===== src/rtl/wrr_arb_pkg.sv =====
package wrr_arb_pkg;
  localparam int WCODE_W = 3;
  localparam int PRIO_W  = 2;
  localparam int N_GRP   = 4;
  localparam int CNT_W   = 4;

  // code 0 is the heaviest setting (8 grants), other codes are literal
  function automatic logic [CNT_W-1:0] wcode_to_weight(input logic [WCODE_W-1:0] code);
    if (code == '0) return CNT_W'(8);
    return CNT_W'(code);
  endfunction
endpackage


===== src/rtl/wrr_rr_pick.sv =====
module wrr_rr_pick #(
  parameter int W  = 2,
  localparam int IW = (W > 1) ? $clog2(W) : 1
) (
  input  logic [W-1:0]  req,
  input  logic [IW-1:0] last,
  output logic          found,
  output logic [IW-1:0] idx
);
  // first requester strictly after 'last', wrapping around
  always_comb begin
    found = 1'b0;
    idx   = '0;
    for (int k = W; k >= 1; k--) begin
      if (req[(int'(last) + k) % W]) begin
        found = 1'b1;
        idx   = IW'((int'(last) + k) % W);
      end
    end
  end
endmodule


===== src/rtl/wrr_group_sel.sv =====
module wrr_group_sel
  import wrr_arb_pkg::*;
#(
  parameter int NG = N_GRP,
  parameter int PW = PRIO_W,
  localparam int GIW = (NG > 1) ? $clog2(NG) : 1,
  localparam int PRIO_TOTAL = NG * (NG - 1) / 2
) (
  input  logic [NG-1:0]        greq,
  input  logic [GIW-1:0]       grp_last,
  input  logic                 strict,
  input  logic [(NG-1)*PW-1:0] prio_lo,
  output logic                 found,
  output logic [GIW-1:0]       gidx
);
  logic           rr_found;
  logic [GIW-1:0] rr_idx;
  logic           sp_found;
  logic [GIW-1:0] sp_idx;
  logic [PW-1:0]  pr [NG];
  logic [PW-1:0]  best;

  wrr_rr_pick #(.W(NG)) u_grp_rr (
    .req   (greq),
    .last  (grp_last),
    .found (rr_found),
    .idx   (rr_idx)
  );

  // priorities: programmed ones plus the derived remainder for the last group
  always_comb begin
    int sum;
    sum = 0;
    for (int g = 0; g < NG - 1; g++) begin
      pr[g] = prio_lo[g*PW +: PW];
      sum   = sum + int'(prio_lo[g*PW +: PW]);
    end
    pr[NG-1] = PW'(PRIO_TOTAL - sum);
  end

  // highest priority wins; equal values resolve toward the lower index
  always_comb begin
    sp_found = 1'b0;
    sp_idx   = '0;
    best     = '0;
    for (int g = NG - 1; g >= 0; g--) begin
      if (greq[g] && (!sp_found || pr[g] >= best)) begin
        sp_found = 1'b1;
        sp_idx   = GIW'(g);
        best     = pr[g];
      end
    end
  end

  assign found = strict ? sp_found : rr_found;
  assign gidx  = strict ? sp_idx   : rr_idx;
endmodule


===== src/rtl/wrr_rst_sync.sv =====
module wrr_rst_sync (
  input  logic clk,
  input  logic rst_n,
  output logic rst_sync_n
);
  logic meta_q;

  always_ff @(posedge clk or negedge rst_n) begin
    if (!rst_n) begin
      meta_q     <= 1'b0;
      rst_sync_n <= 1'b0;
    end else begin
      meta_q     <= 1'b1;
      rst_sync_n <= meta_q;
    end
  end
endmodule


===== src/rtl/wrr_arbiter.sv =====
module wrr_arbiter
  import wrr_arb_pkg::*;
#(
  parameter int N_CLI = 8,
  localparam int CPG = N_CLI / N_GRP,
  localparam int CIW = (CPG > 1) ? $clog2(CPG) : 1,
  localparam int GIW = $clog2(N_GRP),
  localparam int HIW = (N_CLI > 1) ? $clog2(N_CLI) : 1
) (
  input  logic                        clk,
  input  logic                        rst_n,
  input  logic [N_CLI-1:0]            req_i,
  input  logic [WCODE_W*N_CLI-1:0]    wcode_i,
  input  logic                        grp_strict_i,
  input  logic [(N_GRP-1)*PRIO_W-1:0] grp_prio_i,
  output logic [N_CLI-1:0]            gnt_o
);
  logic rst_sync_n;

  // turn state
  logic [HIW-1:0]   holder_q,   holder_d;
  logic             hold_vld_q, hold_vld_d;
  logic [CNT_W-1:0] used_q,     used_d;
  logic [CNT_W-1:0] wlat_q,     wlat_d;
  logic [GIW-1:0]   grp_last_q, grp_last_d;
  logic [CIW-1:0]   lptr_q [N_GRP];
  logic [CIW-1:0]   lptr_d [N_GRP];
  logic             st_en;

  // selection
  logic [N_GRP-1:0] lfound;
  logic [CIW-1:0]   lidx [N_GRP];
  logic             gfound;
  logic [GIW-1:0]   gsel;
  logic [HIW-1:0]   winner;
  logic             keep;
  logic             new_turn;

  wrr_rst_sync u_rst_sync (
    .clk        (clk),
    .rst_n      (rst_n),
    .rst_sync_n (rst_sync_n)
  );

  for (genvar g = 0; g < N_GRP; g++) begin : g_grp
    wrr_rr_pick #(.W(CPG)) u_cli_rr (
      .req   (req_i[g*CPG +: CPG]),
      .last  (lptr_q[g]),
      .found (lfound[g]),
      .idx   (lidx[g])
    );
  end

  wrr_group_sel #(.NG(N_GRP), .PW(PRIO_W)) u_grp_sel (
    .greq     (lfound),
    .grp_last (grp_last_q),
    .strict   (grp_strict_i),
    .prio_lo  (grp_prio_i),
    .found    (gfound),
    .gidx     (gsel)
  );

  assign winner   = HIW'(int'(gsel) * CPG + int'(lidx[gsel]));
  assign keep     = hold_vld_q && req_i[holder_q] && (used_q < wlat_q);
  assign new_turn = !keep && gfound;

  always_comb begin
    gnt_o = '0;
    if (rst_sync_n) begin
      if (keep)          gnt_o[holder_q] = 1'b1;
      else if (new_turn) gnt_o[winner]   = 1'b1;
    end
  end

  // next state
  always_comb begin
    holder_d   = holder_q;
    hold_vld_d = hold_vld_q;
    used_d     = used_q;
    wlat_d     = wlat_q;
    grp_last_d = grp_last_q;
    for (int g = 0; g < N_GRP; g++) lptr_d[g] = lptr_q[g];
    if (keep) begin
      used_d = used_q + CNT_W'(1);
    end else if (new_turn) begin
      holder_d     = winner;
      hold_vld_d   = 1'b1;
      used_d       = CNT_W'(1);
      wlat_d       = wcode_to_weight(wcode_i[int'(winner)*WCODE_W +: WCODE_W]);
      grp_last_d   = gsel;
      lptr_d[gsel] = lidx[gsel];
    end else begin
      hold_vld_d = 1'b0;
    end
  end

  assign st_en = keep || new_turn || hold_vld_q;

  always_ff @(posedge clk or negedge rst_sync_n) begin
    if (!rst_sync_n) begin
      holder_q   <= '0;
      hold_vld_q <= 1'b0;
      used_q     <= '0;
      wlat_q     <= '0;
      grp_last_q <= GIW'(N_GRP - 1);
      for (int g = 0; g < N_GRP; g++) lptr_q[g] <= CIW'(CPG - 1);
    end else if (st_en) begin
      holder_q   <= holder_d;
      hold_vld_q <= hold_vld_d;
      used_q     <= used_d;
      wlat_q     <= wlat_d;
      grp_last_q <= grp_last_d;
      for (int g = 0; g < N_GRP; g++) lptr_q[g] <= lptr_d[g];
    end
  end
endmodule


===== config.mk =====
export PLATFORM = sky130hd
export DESIGN_NAME = wrr_arbiter
export DESIGN_NICKNAME = d
export VERILOG_FILES = /design/src/rtl/wrr_arb_pkg.sv /design/src/rtl/wrr_rr_pick.sv /design/src/rtl/wrr_group_sel.sv /design/src/rtl/wrr_rst_sync.sv /design/src/rtl/wrr_arbiter.sv
export SDC_FILE = /design/constraint.sdc
export NUM_CORES = 1
export LEC_CHECK = 0
export BUFFER_PORTS_ARGS = -buffer_cell sky130_fd_sc_hd__buf_4
export CORE_ASPECT_RATIO = 0.9
export CORE_MARGIN = 1.5
export CORE_UTILIZATION = 30
export DETAILED_ROUTE_END_ITERATION = 8
export PLACE_DENSITY_LB_ADDON = 0.08
export RECOVER_POWER = 100
export SYNTH_ARGS = -nofsm -noshare
export SYNTH_HDL_FRONTEND = slang
export SYNTH_SLANG_ARGS = --single-unit

===== constraint.sdc =====
create_clock -name clk -period 8.34 [get_ports clk]
set_input_delay 2.085 -clock clk [delete_from_list [all_inputs] [get_ports clk]]
set_output_delay 2.085 -clock clk [all_outputs]
set_load 0.005 [all_outputs]

==> metrics.md <==
| Metric | Value |
|---|---|
| Status | finished, violations left |
| Failing checks | setup timing |
| Post-Synthesis Cell Area | approximately 2000 sq um |
| Vias per inst | slightly above 5 |
| Setup ws final | -363 ps |
| R2R Path End | lptr_q[0]$_DFFE_PN1P_ |
| Vias post-DR | ~2000 |
| Largest net degree at the start of global routing | 27 |
| Internal power | approximately 540 uW |
| Overall power | between 900 and 1000 uW |
| Rel. slew slack | between 30% and 40% |
| Die width | between 80 and 90 microns |
| Syn Area/Cell | 8.99 sq um |
| Leakage | about 0.0013 uW |
| Clock transition at path regs | approximately 90 ps |
| Number of global-route vias before repair | between 1500 and 2000 |
| Syn Nets | between 200 and 300 |
| Worst-path maximum fanout | 4 |
| Crit share post-route | 104% |
| Root Buffer | clkbuf_8 |
| Post-synthesis cell count | about 220 |
| TritonCTS clock tree | yes |
| Largest cells by area after synthesis | dfrtp_1 18%, dfstp_2 8.1%, ha_1 7.1%, mux2i_1 5.1%, o21a_1 3.5% |
| FF-to-FF path depth | 8 |
| PortBufs | 48 |
| Peak VDD IR | roughly 140 uV |
| CP arrival | 6620 ps |
| DR WL/cell | ~15 microns |
| Area of the multi-input gates | between 1500 and 2000 sq um |
| Clock skew | 9.05 ps |
| Number of distinct library cells after synthesis | 62 |
| Register area | about 500 sq um |
| Die area | roughly 7000 sq um |
| Clock buffer depth | 2 |
| Post-DP HPWL | 4570 microns |
| Gr ovfl total | 0 |
| Clk Latency, worst-skew pair | 270 ps |
| Placed instance count | between 300 and 400 |
| Synthesis warning total | 0 |
| Clock power frac | about a tenth |
| Htree depth | 1 |
| Post-route antenna net violation count | 0 |
| Fin cells | slightly below 400 |
| Critical setup path kind | in2out |
| DRC violations left | 0 |
| NetSw | just over 400 uW |
| Ys async rst share | 100% |
| Fill cells | 604 |
| Ys flop type | dfrtp_1 |
| Final GP Congestion | around 0.8 |
| Initial antenna violation count | 0 |
| Synth-to-Final Area Change | 57.4% |
| Comb power frac | roughly 69% |
| First-pass GRT wire length | 9920 microns |
| NumNets Final | 360 |
| Cell row count | 27 |
| Layout cell share with drive strength beyond 1 | approximately half |
| Total track usage | 18.2% |
| IO Count | 49 |
| Seq pwr share | between 20 and 25% |
| Reg2Reg Setup Slack | 5540 ps |
| FF+latch count, synth | 20 |
| Met3 Use GR | around 3.1% |
| Diodes inserted | 0 |
| Req. time, crit path | about 6300 ps |
| Final Slew Violations | 0 |
| CP endpoint kind | primary output |
| Total wire length | 6020 microns |
| Unrepaired setup endpoints after global routing | yes |
| Fmax | 115 MHz |
| Final hold viol count | 0 |
| Initial Util | a little under a third |
| TritonRoute pass-1 iters | 7 |
| Critical Path Start Type | input port |
| PD cells | about 310 nW/um^2 |
| Max-cap violation count | 0 |
| TritonCTS Sinks | 20 |
| Post-synth EDFFs | 0 |
| GRT busiest layer | met1 |
| Net Sw Frac | a little over two fifths |
| Post-synth top area cell | dfrtp_1 |
| Sequential share of the synthesized area | roughly a quarter |
| Synth top area share | between 10% and 20% |
| GR Util met2 | a little over a quarter |
| CTS buffer count | 3 |
| Worst slew pin tran | around 920 ps |
| Drt initial violations | 90 |
| Core area | 6220 sq um |
| Setup Viol. Count Final | 8 |
| Die Ht | ~79 microns |
| GR Layer Usage met1 | between 20% and 30% |
| Min cycle time layout | 8700 ps |
| Hold Crit Class | reg2async |
| Worst reg2reg path startpoint | holder_q[1]$_DFFE_PN0P_ |
## critical path: stages
cell and delay [ps]:
buf_8 100, ha_4 260, inv_2 40, ha_4 150
xnor2_2 130, xnor2_1 130, xnor2_1 200, nor2_1 60
inv_1 90, ha_4 200, a211oi_2 200, nor2_2 90
nor3_2 180, a21oi_2 60, ha_1 350, a21oi_4 80
a21oi_4 180, mux2_4 330, ha_4 230, o22a_4 190
o21ai_4 70, o2111ai_4 150, and2_4 180, a221oi_4 340
buf_4 180, nor4_4 40, o21a_1 190, buf_4 130
## area by class of cell
cell class / instances / area share (%)
timing repair buffer: 93 / 23.8
sequential: 20 / 16.5
tap: 87 / 3.55
multi-input combinational: 178 / 52.3
clock buffer: 3 / 1.34
clock inverter: 1 / 0.978
inverter: 12 / 1.47
## cells in the mapped netlist (3+ instances only)
master and instances:
dfstp_2 6, o21a_1 9, a221oi_1 5, nand2b_1 6, buf_2 3, and2_1 4, inv_1 12, nor3_1 3
nor4_1 4, a21boi_1 4, a211oi_1 5, a21oi_1 5, o21ai_0 11, nand3_1 6, nor2b_1 5, nand2_1 15
xnor2_1 5, dfrtp_1 14, ha_1 11, nor2_1 12, nand4_1 4, o31ai_1 3, a21o_1 3, mux2i_1 10
nand3b_1 3, a21boi_0 6, o22a_1 3
## through the flow
step / instance area [sq um] / util [%] / hold slack [ps] / setup TNS (ps) / setup WS (ps)
final: 3070 / 49.4 / 221 / -2220 / -363
after global routing: 3070 / 49.4 / 254 / -4310 / -623
after CTS: 2920 / 47.0 / 231 / -2240 / -390
after detailed placement: 2680 / 43.1 / 223 / -3550 / -504
after global placement: 2680 / 43.1 / 226 / -3270 / -459
after floorplan: 2060 / - / 281 / 0 / 1.23
## logic make-up after synthesis
| kind of cell | Yosys count | share of synthesized area [%] |
|---|---|---|
| AO/OA/AOI/OAI | 75 | 30.6 |
| adder cells (fa/ha/maj) | 11 | 7.06 |
| buffers and inverters | 19 | 5.26 |
| multiplexers | 13 | 7.44 |
| flip-flops | 20 | 26.0 |
| XOR/XNOR | 5 | 2.24 |
| other | 1 | 0.192 |
| AND/OR/NAND/NOR | 73 | 21.2 |
## sequential cells by signal, indices dropped and copies added, names as in the netlist
register / cells
grp_last_q: 2
holder_q: 3
lptr_q: 4
wlat_q: 4
u_rst_sync.meta_q: 1
used_q: 4
u_rst_sync.rst_sync_n: 1
hold_vld_q: 1
## power by group through the flow
stage / registers (uW) / logic [uW] / clock network [uW]
floorplan: 175 / 422 / 0
finish: 194 / 660 / 99.5
global route: 202 / 719 / 107
detailed placement: 197 / 559 / 0
CTS: 195 / 618 / 102
global placement: 196 / 560 / 0
## how the worst max path moves through the flow
stage                        from        to  slack [ps]  cells after the start
global placement    grp_prio_i[0]  gnt_o[5]        -460                     27
global route        grp_prio_i[2]  gnt_o[7]        -620                     30
finish              grp_prio_i[2]  gnt_o[7]        -360                     28
detailed placement  grp_prio_i[0]  gnt_o[1]        -500                     27
floorplan           grp_prio_i[0]  gnt_o[2]           1                     25
CTS                 grp_prio_i[2]  gnt_o[6]        -390                     27
## metal layers
layer  vias to the layer above  share of wire (%)
met3                         7                5.8
met4                         0                1.2
met2                        68                 42
met5                         -                  0
met1                       953                 51
li1                       1007                  -
## timing repair
item / CTS / global route
endpoints found under the setup margin: 8 / 8
hold buffers: 0 / 0
buffers inserted: 10 / 9
pin swaps: 20 / 19
gates resized for setup: 22 / 19
## cell usage in the layout (no fill, tap or decap), types with 3 or more instances in the layout
| master | netlist | final |
|---|---|---|
| buf_4 | 0 | 84 |
| nand2_1 | 15 | 14 |
| dfrtp_1 | 14 | 14 |
| inv_1 | 12 | 11 |
| nor2_1 | 12 | 10 |
| mux2i_1 | 10 | 10 |
| o21ai_0 | 11 | 9 |
| o21a_1 | 9 | 9 |
| ha_1 | 11 | 7 |
| dfstp_2 | 6 | 6 |
| buf_6 | 0 | 6 |
| a21boi_0 | 6 | 5 |
| nand3_1 | 6 | 5 |
| xnor2_1 | 5 | 4 |
| nand2b_1 | 6 | 4 |
| a211oi_1 | 5 | 4 |
| nand4_1 | 4 | 4 |
| a221oi_1 | 5 | 4 |
| nor2b_1 | 5 | 4 |
| ha_4 | 0 | 4 |
| nand3b_1 | 3 | 3 |
| a21oi_1 | 5 | 3 |
| a21o_1 | 3 | 3 |
| nand2_4 | 2 | 3 |
| a21boi_1 | 4 | 3 |
| nor4_4 | 0 | 3 |
| o31ai_1 | 3 | 3 |
| clkbuf_8 | 0 | 3 |
Note: power is estimated with default switching activity, not from simulation.
